### src/rtl/stkptr_pkg.sv
package stkptr_pkg;
    localparam int SP_W_DEF  = 8;
    localparam int HI_W_DEF  = 3;

    localparam logic [7:0] ADDR_SP_DEF  = 8'h81;
    localparam logic [7:0] ADDR_SPH_DEF = 8'hB7;
    localparam logic [7:0] ADDR_CFG_DEF = 8'hAF;
    localparam logic [7:0] SP_RESET_DEF = 8'h07;

    typedef enum logic [2:0] {
        OP_NONE,
        OP_PUSH,
        OP_POP,
        OP_CALL_LO,
        OP_CALL_HI,
        OP_RET_HI,
        OP_RET_LO
    } stk_op_e;

    typedef enum logic [1:0] {
        SEQ_IDLE,
        SEQ_CALL2,
        SEQ_RET2
    } seq_e;

    function automatic logic op_is_write(input stk_op_e op);
        return (op == OP_PUSH) || (op == OP_CALL_LO) || (op == OP_CALL_HI);
    endfunction

    function automatic logic op_is_read(input stk_op_e op);
        return (op == OP_POP) || (op == OP_RET_HI) || (op == OP_RET_LO);
    endfunction
endpackage

### src/rtl/stkptr_seq.sv
module stkptr_seq
    import stkptr_pkg::*;
(
    input  logic    clk,
    input  logic    rst_n,
    input  logic    push_i,
    input  logic    pop_i,
    input  logic    call_i,
    input  logic    ret_i,
    output stk_op_e op_o,
    output logic    busy_o
);
    typedef struct packed {
        seq_e seq;
    } seq_state_t;

    seq_state_t st_d, st_q;
    stk_op_e    op_c;

    always_comb begin
        st_d = st_q;
        op_c = OP_NONE;
        unique case (st_q.seq)
            SEQ_CALL2: begin
                op_c       = OP_CALL_HI;
                st_d.seq   = SEQ_IDLE;
            end
            SEQ_RET2: begin
                op_c       = OP_RET_LO;
                st_d.seq   = SEQ_IDLE;
            end
            default: begin
                if (call_i) begin
                    op_c     = OP_CALL_LO;
                    st_d.seq = SEQ_CALL2;
                end else if (ret_i) begin
                    op_c     = OP_RET_HI;
                    st_d.seq = SEQ_RET2;
                end else if (push_i) begin
                    op_c     = OP_PUSH;
                end else if (pop_i) begin
                    op_c     = OP_POP;
                end
            end
        endcase
    end

    always_ff @(posedge clk) begin
        if (!rst_n) st_q <= '{seq: SEQ_IDLE};
        else        st_q <= st_d;
    end

    assign op_o   = op_c;
    assign busy_o = (st_q.seq != SEQ_IDLE);
endmodule

### src/rtl/stkptr_sfr.sv
module stkptr_sfr
    import stkptr_pkg::*;
#(
    parameter int         SP_W     = SP_W_DEF,
    parameter int         HI_W     = HI_W_DEF,
    parameter logic [7:0] ADDR_SP  = ADDR_SP_DEF,
    parameter logic [7:0] ADDR_SPH = ADDR_SPH_DEF,
    parameter logic [7:0] ADDR_CFG = ADDR_CFG_DEF
) (
    input  logic            clk,
    input  logic            rst_n,
    input  logic [7:0]      sfr_addr,
    input  logic            sfr_wr,
    input  logic [SP_W-1:0] sfr_wdata,
    input  logic [SP_W-1:0] sp_q_i,
    input  logic [HI_W-1:0] sph_q_i,
    output logic [SP_W-1:0] sfr_rdata,
    output logic            wr_sp_o,
    output logic            wr_sph_o,
    output logic            ext_o
);
    localparam int PAD_W = SP_W - HI_W;

    typedef struct packed {
        logic ext;
    } cfg_state_t;

    cfg_state_t st_d, st_q;
    logic       sel_sp, sel_sph, sel_cfg;

    always_comb begin
        sel_sp  = (sfr_addr == ADDR_SP);
        sel_sph = (sfr_addr == ADDR_SPH);
        sel_cfg = (sfr_addr == ADDR_CFG);

        st_d = st_q;
        if (sfr_wr && sel_cfg) st_d.ext = sfr_wdata[SP_W-1];

        if (sel_sp)
            sfr_rdata = sp_q_i;
        else if (sel_sph)
            sfr_rdata = {{PAD_W{1'b0}}, sph_q_i};
        else if (sel_cfg)
            sfr_rdata = {st_q.ext, {(SP_W-1){1'b0}}};
        else
            sfr_rdata = '0;
    end

    always_ff @(posedge clk) begin
        if (!rst_n) st_q <= '{ext: 1'b0};
        else        st_q <= st_d;
    end

    assign wr_sp_o  = sfr_wr && sel_sp;
    assign wr_sph_o = sfr_wr && sel_sph;
    assign ext_o    = st_q.ext;
endmodule

### src/rtl/stkptr_ptr.sv
module stkptr_ptr
    import stkptr_pkg::*;
#(
    parameter int             SP_W     = SP_W_DEF,
    parameter int             HI_W     = HI_W_DEF,
    parameter logic [SP_W-1:0] SP_RESET = SP_RESET_DEF
) (
    input  logic                 clk,
    input  logic                 rst_n,
    input  stk_op_e              op_i,
    input  logic                 ext_i,
    input  logic                 wr_sp_i,
    input  logic                 wr_sph_i,
    input  logic [SP_W-1:0]      wdata_i,
    output logic [SP_W-1:0]      sp_q_o,
    output logic [HI_W-1:0]      sph_q_o,
    output logic [SP_W+HI_W-1:0] stk_addr_o,
    output logic                 stk_wr_o,
    output logic                 stk_rd_o,
    output logic                 stk_hi_o
);
    localparam int PTR_W = SP_W + HI_W;

    typedef struct packed {
        logic [SP_W-1:0] sp;
        logic [HI_W-1:0] sph;
    } ptr_state_t;

    ptr_state_t       st_d, st_q;
    logic [PTR_W-1:0] cur, inc, dec, moved;
    logic             is_wr, is_rd;

    always_comb begin
        is_wr = op_is_write(op_i);
        is_rd = op_is_read(op_i);

        if (ext_i) begin
            cur = {st_q.sph, st_q.sp};
            inc = cur + 1'b1;
            dec = cur - 1'b1;
        end else begin
            cur = {{HI_W{1'b0}}, st_q.sp};
            inc = {{HI_W{1'b0}}, st_q.sp + 1'b1};
            dec = {{HI_W{1'b0}}, st_q.sp - 1'b1};
        end

        moved = is_wr ? inc : dec;

        st_d = st_q;
        if (wr_sp_i || wr_sph_i) begin
            if (wr_sp_i)  st_d.sp  = wdata_i;
            if (wr_sph_i) st_d.sph = wdata_i[HI_W-1:0];
        end else if (is_wr || is_rd) begin
            st_d.sp = moved[SP_W-1:0];
            if (ext_i) st_d.sph = moved[PTR_W-1:SP_W];
        end

        stk_addr_o = is_wr ? inc : cur;
        stk_wr_o   = is_wr;
        stk_rd_o   = is_rd;
        stk_hi_o   = (op_i == OP_CALL_HI) || (op_i == OP_RET_HI);
    end

    always_ff @(posedge clk) begin
        if (!rst_n) st_q <= '{sp: SP_RESET, sph: '0};
        else        st_q <= st_d;
    end

    assign sp_q_o  = st_q.sp;
    assign sph_q_o = st_q.sph;
endmodule

### src/rtl/stkptr_unit.sv
module stkptr_unit
    import stkptr_pkg::*;
#(
    parameter int          SP_W     = SP_W_DEF,
    parameter int          HI_W     = HI_W_DEF,
    parameter logic [7:0]  ADDR_SP  = ADDR_SP_DEF,
    parameter logic [7:0]  ADDR_SPH = ADDR_SPH_DEF,
    parameter logic [7:0]  ADDR_CFG = ADDR_CFG_DEF,
    parameter logic [7:0]  SP_RESET = SP_RESET_DEF,
    localparam int         PTR_W    = SP_W + HI_W
) (
    input  logic             clk,
    input  logic             rst_n,
    input  logic [7:0]       sfr_addr,
    input  logic             sfr_wr,
    input  logic [SP_W-1:0]  sfr_wdata,
    output logic [SP_W-1:0]  sfr_rdata,
    input  logic             push_i,
    input  logic             pop_i,
    input  logic             call_i,
    input  logic             ret_i,
    output logic             busy_o,
    output logic [PTR_W-1:0] stk_addr_o,
    output logic             stk_wr_o,
    output logic             stk_rd_o,
    output logic             stk_hi_o
);
    stk_op_e         op;
    logic            ext, wr_sp, wr_sph;
    logic [SP_W-1:0] sp_q;
    logic [HI_W-1:0] sph_q;

    stkptr_seq u_seq (
        .clk    (clk),
        .rst_n  (rst_n),
        .push_i (push_i),
        .pop_i  (pop_i),
        .call_i (call_i),
        .ret_i  (ret_i),
        .op_o   (op),
        .busy_o (busy_o)
    );

    stkptr_sfr #(
        .SP_W     (SP_W),
        .HI_W     (HI_W),
        .ADDR_SP  (ADDR_SP),
        .ADDR_SPH (ADDR_SPH),
        .ADDR_CFG (ADDR_CFG)
    ) u_sfr (
        .clk       (clk),
        .rst_n     (rst_n),
        .sfr_addr  (sfr_addr),
        .sfr_wr    (sfr_wr),
        .sfr_wdata (sfr_wdata),
        .sp_q_i    (sp_q),
        .sph_q_i   (sph_q),
        .sfr_rdata (sfr_rdata),
        .wr_sp_o   (wr_sp),
        .wr_sph_o  (wr_sph),
        .ext_o     (ext)
    );

    stkptr_ptr #(
        .SP_W     (SP_W),
        .HI_W     (HI_W),
        .SP_RESET (SP_RESET[SP_W-1:0])
    ) u_ptr (
        .clk        (clk),
        .rst_n      (rst_n),
        .op_i       (op),
        .ext_i      (ext),
        .wr_sp_i    (wr_sp),
        .wr_sph_i   (wr_sph),
        .wdata_i    (sfr_wdata),
        .sp_q_o     (sp_q),
        .sph_q_o    (sph_q),
        .stk_addr_o (stk_addr_o),
        .stk_wr_o   (stk_wr_o),
        .stk_rd_o   (stk_rd_o),
        .stk_hi_o   (stk_hi_o)
    );
endmodule

### config.mk
export PLATFORM = sky130hd
export DESIGN_NAME = stkptr_unit
export DESIGN_NICKNAME = d
export VERILOG_FILES = /design/src/rtl/stkptr_pkg.sv /design/src/rtl/stkptr_seq.sv /design/src/rtl/stkptr_sfr.sv /design/src/rtl/stkptr_ptr.sv /design/src/rtl/stkptr_unit.sv
export SDC_FILE = /design/constraint.sdc
export NUM_CORES = 1
export LEC_CHECK = 0
export ABC_AREA = 1
export BUFFER_PORTS_ARGS = -buffer_cell sky130_fd_sc_hd__clkbuf_2
export CAP_MARGIN = 25
export CORE_MARGIN = 2
export CORE_UTILIZATION = 55
export CTS_CLUSTER_DIAMETER = 50
export DETAILED_ROUTE_END_ITERATION = 6
export PLACE_DENSITY = 0.91
export SYNTH_ARGS = -nofsm -noshare
export SYNTH_HDL_FRONTEND = slang
export SYNTH_SLANG_ARGS = --single-unit
export TNS_END_PERCENT = 30
### constraint.sdc
create_clock -name clk -period 3.6 [get_ports clk]
set_input_delay 0.18 -clock clk [delete_from_list [all_inputs] [get_ports clk]]
set_output_delay 0.18 -clock clk [all_outputs]
set_load 0.02 [all_outputs]
Yosys cells after proc, flatten, opt, wreduce, memory -nomap -nowiden
Cells that the tools add are included.
{ "classes": {"n_bitwise": 1, "eq_ne": 13, "reduce_logical": 18, "muxes": 20, "add_sub_neg": 4} }
{ "ops": {"columns": ["operator", "n"], "rows": [
  ["11-bit 2-to-1 mux", 7],
  ["8-bit 2-to-1 mux", 4],
  ["8-bit == test (second input constant)", 3],
  ["3-bit 2-to-1 mux", 5],
  ["11-bit by 1-bit adder with 11-bit output (second input constant)", 1],
  ["11-bit by 1-bit subtractor with 11-bit output (second input constant)", 1],
  ["3-bit == test (second input constant)", 3],
  ["8-bit by 1-bit adder with 8-bit output (second input constant)", 1],
  ["2-bit nonzero test", 4],
  ["8-bit by 1-bit subtractor with 8-bit output (second input constant)", 1],
  ["1-bit logical OR", 7],
  ["3-bit by 2-bit == test with 1-bit output (second input constant)", 2],
  ["3-bit case mux with 2 select lines", 1],
  ["2-bit by 1-bit != test with 1-bit output (second input constant)", 2],
  ["4-bit OR reduction", 1],
  ["3-bit by 1-bit == test with 1-bit output (second input constant)", 1],
  ["1-bit logical AND", 3],
  ["3-bit AND reduction", 1],
  ["3-bit OR reduction", 1],
  ["2-bit by 1-bit == test with 1-bit output (second input constant)", 1],
  ["2-bit == test (second input constant)", 1],
  ["1-bit 2-to-1 mux", 2],
  ["2-bit 2-to-1 mux", 1],
  ["2-bit AND reduction", 1],
  ["1-bit NOT", 1]
]} }
{ "word_totals": {"regBits": 14, "elab_cells": 61, "out_inout_bits": 23} }

Logic depth before layout (Yosys ltp)
{ "depth": {"ltp_word": 12, "depth_mapped": 12} }

Cells and area by module
A second synthesis with hierarchy kept.
{ "hier_totals": {"hier_cells": 305, "hier_area_um2": 1744.2} }
{ "modules_own_cells": {"columns": ["mod", "area_each_um2", "cells_each", "instances"], "rows": [
  ["stkptr_ptr", 1320.0, 232, 1],
  ["stkptr_sfr", 260.2, 49, 1],
  ["stkptr_seq", 163.9, 24, 1]
]} }

Least setup slack after synthesis
OpenSTA, ideal clock, no wires.
{ "synth_timing": {"path_kind": "flip-flop to output port", "startpoint": "reg u_seq.st_q[0] (netlist name)", "endpoint": "out stk_addr_o[0]", "path_buffers": 2, "slack_ns": 1.573, "stages_incl_launch_ff": 9, "arrival_time_ns": 1.847, "required_time_ns": 3.420, "path_cell_list": "dfxtp_1 -> inv_1 -> ha_1 -> inv_2 -> or2_1 -> nand2_2 -> buf_4 -> buf_2 -> xor2_1"} }
{ "synth_via": {"elab_chain_cells": 6, "elab_cells_between_ends": 9, "cone_classes": "5 x eq/ne; 2 x mux; 2 x reduce/logical"} }
{ "synth_lines": {"columns": ["element", "line", "rtl"], "rows": [
  ["start: declaration", "stkptr_seq.sv:17", "seq_state_t st_d, st_q;"],
  ["start signal: assignment", "stkptr_seq.sv:49", "if (!rst_n) st_q <= '{seq: SEQ_IDLE};"],
  ["start signal: assignment", "stkptr_seq.sv:50", "else st_q <= st_d;"],
  ["2-bit == test / 2-bit by 1-bit == test with 1-bit output (equally long branches)", "stkptr_seq.sv:23", "unique case (st_q.seq)"],
  ["3-bit case mux with 2 select lines *", "stkptr_seq.sv:23", null],
  ["3-bit by 1-bit == test with 1-bit output / 3-bit by 2-bit == test with 1-bit output (equally long branches)", "stkptr_pkg.sv:27", "return (op == OP_PUSH) || (op == OP_CALL_LO) || (op == OP_CALL_HI);"],
  ["1-bit logical OR", "stkptr_pkg.sv:27", null],
  ["1-bit logical OR *", "stkptr_pkg.sv:27", null],
  ["via stk_wr_o", "stkptr_unit.sv:24", "output logic stk_wr_o,"],
  ["11-bit 2-to-1 mux *", "stkptr_ptr.sv:58", "stk_addr_o = is_wr ? inc : cur;"],
  ["end: declaration", "stkptr_unit.sv:23", "output logic [PTR_W-1:0] stk_addr_o,"]
]} }
The timed path passes the listed nets; every way through them passes the cells marked *.

Final worst setup path
{ "layout_timing": {"startpoint": "reg u_seq.st_q[0] (netlist name)", "endpoint": "out stk_addr_o[9]"} }
{ "layout_via": {"elab_chain_cells": 6, "elab_cells_between_ends": 9, "cone_classes": "5 x eq/ne; 2 x mux; 2 x reduce/logical"} }
{ "layout_lines": {"columns": ["element", "line"], "rows": [
  ["2-bit == test / 2-bit by 1-bit == test with 1-bit output (equally long branches)", "stkptr_seq.sv:23"],
  ["3-bit case mux with 2 select lines *", "stkptr_seq.sv:23"],
  ["3-bit by 1-bit == test with 1-bit output / 3-bit by 2-bit == test with 1-bit output (equally long branches)", "stkptr_pkg.sv:27"],
  ["1-bit logical OR", "stkptr_pkg.sv:27"],
  ["1-bit logical OR *", "stkptr_pkg.sv:27"],
  ["11-bit 2-to-1 mux *", "stkptr_ptr.sv:58"]
]} }
Mark *: on every way between the ends. The rest lies on a longest branch, timed or not.

==> impl_metrics.py <==
metrics = {
    "layout": {
        "total_inserted_antenna_cells": 0,
        "commonest_non_fill_non_tap_cell_in_the_layout": "sky130_fd_sc_hd__nand2_1",
        "drive_above_1_share_pct": 19.9,
        "design.final.nets": 356,
        "num-fill-cells": 272,
        "fin_util_pct": 66.7,
        "area.growth.synth_to_final_pct": 16.3,
        "most-common-layout-cells": "sky130_fd_sc_hd__nand2_1, sky130_fd_sc_hd__clkbuf_2, sky130_fd_sc_hd__nor2_1, sky130_fd_sc_hd__nand3_1, sky130_fd_sc_hd__inv_1",
        "stdcell_area_um2": 1820,
    },
    "critical_path": {
        "reg2regPathDepth": 12,
        "cell_by_cell_trace_of_the_critical_path": "inv_1, ha_1, inv_2, or2_1, nand2_2, nor2_1, inv_1, o21ai_0, clkbuf_2",
        "critPathArrivalTime_ns": 2.30,
        "reg2reg_to": "u_ptr.sp_q_o[2]",
        "cp.required_ns": 3.42,
        "cpPeakStageDelay_ns": 0.37,
        "critical_path.max_fanout": 22,
        "timing.critical_path.mode_cell": "sky130_fd_sc_hd__inv_1",
        "timing_worst_setup_path_type": "reg -> out",
        "cp_endpoint_kind": "output pin",
        "cp_top_family": "simple AND/OR/NAND/NOR gates",
        "cp_num_buf_inv": 4,
        "timing.reg2reg.setup_slack_ns": 1.48,
        "r2r-start": "u_seq.st_q[0]",
        "critical-path-slowest-cell": "sky130_fd_sc_hd__dfxtp_1",
        "worstSetupStartpointType": "register",
    },
    "sta": {
        "layout_worst_path_cycle_share_pct": 68.8,
        "timing_hold_violations_final": 0,
        "timing.clock.skew_ns": 0.00311,
        "fmaxAchievable_mhz": 404,
        "max_slew.worst_pin.slew_ns": 0.387,
        "final-max-slew-violation-count": 0,
        "rsz0062_at_grt": "false",
        "setup-violations-final": 0,
        "fin_setup_tns_ns": 0,
        "relSlewSlack_pct": 74.1,
        "finalCriticalPeriod_ns": 2.48,
    },
    "routing": {
        "drt_drc_violations_left": 0,
        "route.detailed.vias_per_inst": 5.44,
        "wl_mm": 4.48,
        "drt-initial-drc-count": 155,
        "via_count": 1949,
        "final_ant_viol_nets": 0,
        "detailedRoute.firstPassIterationCount": 5,
        "routed_wire_length_per_instance_um": 12.5,
    },
    "power_and_ir_drop": {
        "max_vdd_drop_mv": 0.296,
        "power_switching_share_pct": 47.7,
        "p_per_area_nw_per_um2": 369,
        "fin_total_pwr_mw": 0.673,
        "proportion_of_power_drawn_by_combinational_gates_pct": 50.0,
        "share_seq_of_total_power_pct": 31.8,
        "share_clk_of_total_power_pct": 18.2,
        "power.internal_mw": 0.352,
        "netSwitchingPower_mw": 0.321,
        "power.leakage_nw": 0.957,
    },
    "global_route": {
        "maximum_number_of_pins_on_one_net_before_global_route_repair": 23,
        "gr-usage-all-layers_pct": 28.4,
        "antenna_found_initial": 0,
        "number_of_global_route_vias_before_repair": 1699,
        "grt_first_pass_wirelength_mm": 7.41,
        "grt-ovfl-total": 0,
    },
    "run": {
        "timing.max_cap.violations": 0,
    },
    "place": {
        "place_hpwl_mm": 3.57,
        "placed_area_um2": 1790,
        "gp_congestion": 0.940,
        "placement.io_buffers": 45,
    },
    "yosys": {
        "synth.yosys.warnings": 0,
        "yosys_register_bits": 14,
        "postSynthNetCount": 313,
        "synthDistinctLibCells": 30,
        "largest_cells_by_area_after_synthesis": "sky130_fd_sc_hd__nand2_1, sky130_fd_sc_hd__dfxtp_1, sky130_fd_sc_hd__nand3_1",
        "synth_largest_type_area_fraction_pct": 19.6,
        "syn-instance-count": 285,
        "synth.yosys.seq_area_share_pct": 17.9,
        "synth_area_leader_cell": "sky130_fd_sc_hd__nand2_1",
        "synth.cell_area_um2": 1570,
        "postSynthAreaPerCell_um2": 5.50,
    },
    "floorplanning": {
        "die_area_um2": 3290,
        "ios": 46,
        "core_region_area_um2": 2730,
        "chipWidth_um": 57.4,
        "start_util_pct": 57.3,
        "rows": 19,
        "die_height_um": 57.4,
    },
    "clock_network": {
        "post-cts-setup-buffers": 0,
        "clock-root-buffer": "sky130_fd_sc_hd__clkbuf_4",
        "clk_transition_reported_paths_ns": 0.10,
        "cts_tree": "yes",
        "cts_max_level": 1,
        "clock_sink_count": 14,
        "hold_buffer_count_at_cts": 0,
        "cts-resized-gates": 0,
        "cts_inserted_buffers": 3,
        "clkLatencyLatePin_ns": 0.29,
        "ctsLongestPathBuffers": 2,
    },
    "worst_hold_path": {
        "hold_depth": 2,
        "whs_endpoint": "u_seq.st_q[1]",
        "timing.hold.worst.class": "in -> reg",
        "min_delay_src": "call_i",
    },
    "outcome": {
        "run_status": "completed",
    },
}
==> worst max-delay path by stage <==
stage,from,depth (start not counted),end
floorplan,u_seq.st_q[0],8,stk_addr_o[0]
finish,u_seq.st_q[0],9,stk_addr_o[9]
CTS,u_seq.st_q[0],9,stk_addr_o[9]
global placement,u_seq.st_q[0],9,stk_addr_o[8]
global route,u_seq.st_q[0],9,stk_addr_o[9]
detailed placement,u_seq.st_q[0],9,stk_addr_o[9]
==> through the flow <==
stage | hold WS (ns) | cells | worst slack (ns)
after global routing | 0.102 | 358 | 0.912
after detailed placement | 0.408 | 354 | 1.47
after floorplan | 0.270 | 285 | 1.57
after CTS | 0.0974 | 358 | 1.13
final | 0.0922 | 358 | 1.12
after global placement | 0.400 | 354 | 1.56
==> cell usage after synthesis <==
cell and number:
sky130_fd_sc_hd__a2111oi_0 1, sky130_fd_sc_hd__a21oi_1 15, sky130_fd_sc_hd__buf_2 1, sky130_fd_sc_hd__buf_4 2, sky130_fd_sc_hd__buf_6 1, sky130_fd_sc_hd__clkbuf_1 1, sky130_fd_sc_hd__clkbuf_2 2, sky130_fd_sc_hd__dfxtp_1 14
sky130_fd_sc_hd__ha_1 5, sky130_fd_sc_hd__inv_1 30, sky130_fd_sc_hd__inv_2 4, sky130_fd_sc_hd__inv_4 1, sky130_fd_sc_hd__nand2_1 82, sky130_fd_sc_hd__nand2_2 3, sky130_fd_sc_hd__nand2_4 1, sky130_fd_sc_hd__nand3_1 36
sky130_fd_sc_hd__nand3_4 2, sky130_fd_sc_hd__nand4_1 4, sky130_fd_sc_hd__nor2_1 36, sky130_fd_sc_hd__nor2_2 4, sky130_fd_sc_hd__nor4_1 2, sky130_fd_sc_hd__o21ai_0 26, sky130_fd_sc_hd__o21ai_1 2, sky130_fd_sc_hd__o22ai_1 1
sky130_fd_sc_hd__o31ai_1 1, sky130_fd_sc_hd__or2_0 2, sky130_fd_sc_hd__or2_1 2, sky130_fd_sc_hd__or2_2 1, sky130_fd_sc_hd__xnor2_1 1, sky130_fd_sc_hd__xor2_1 2
==> cells by family after synthesis <==
group | Yosys count | share of synthesized area, %
buf+inv | 42 | 11.4
simple gates | 175 | 49.9
fa+ha+maj | 5 | 3.99
compound gates | 46 | 15.2
flops | 14 | 17.9
xor+xnor | 3 | 1.68
==> layout make-up <==
cell class | instances | area (um2) | area share [%]
Clock buffer | 4 | 36.3 | 1.99
Inverter | 35 | 134 | 7.34
Multi-Input combinational cell | 229 | 1110 | 60.8
Sequential cell | 14 | 280 | 15.4
Tap cell | 31 | 38.8 | 2.13
Timing Repair Buffer | 45 | 225 | 12.4
==> sequential cells by signal (all words and copies together) (netlist names) <==
| name | flops |
|---|---|
| u_sfr.ext_o | 1 |
| u_ptr.sp_q_o | 8 |
| u_ptr.sph_q_o | 3 |
| u_seq.st_q | 2 |
==> metal layers <==
metal | share of wire, % | GRT usage, % | wire length, um
met4 | 1.7 | 9.30 | 74
met3 | 8.4 | 2.04 | 377
met1 | 44 | 37.7 | 1970
met5 | 0 | 0 | 0
met2 | 46 | 48.5 | 2060
==> power groups by stage <==
stage / logic (mW) / registers (mW) / clock network, mW
floorplan: 0.268 / 0.196 / 0
global placement: 0.327 / 0.216 / 0
detailed placement: 0.332 / 0.217 / 0
CTS: 0.333 / 0.213 / 0.123
global route: 0.373 / 0.220 / 0.130
finish: 0.336 / 0.214 / 0.123
No activity file was read; power rests on OpenSTA's default activity.
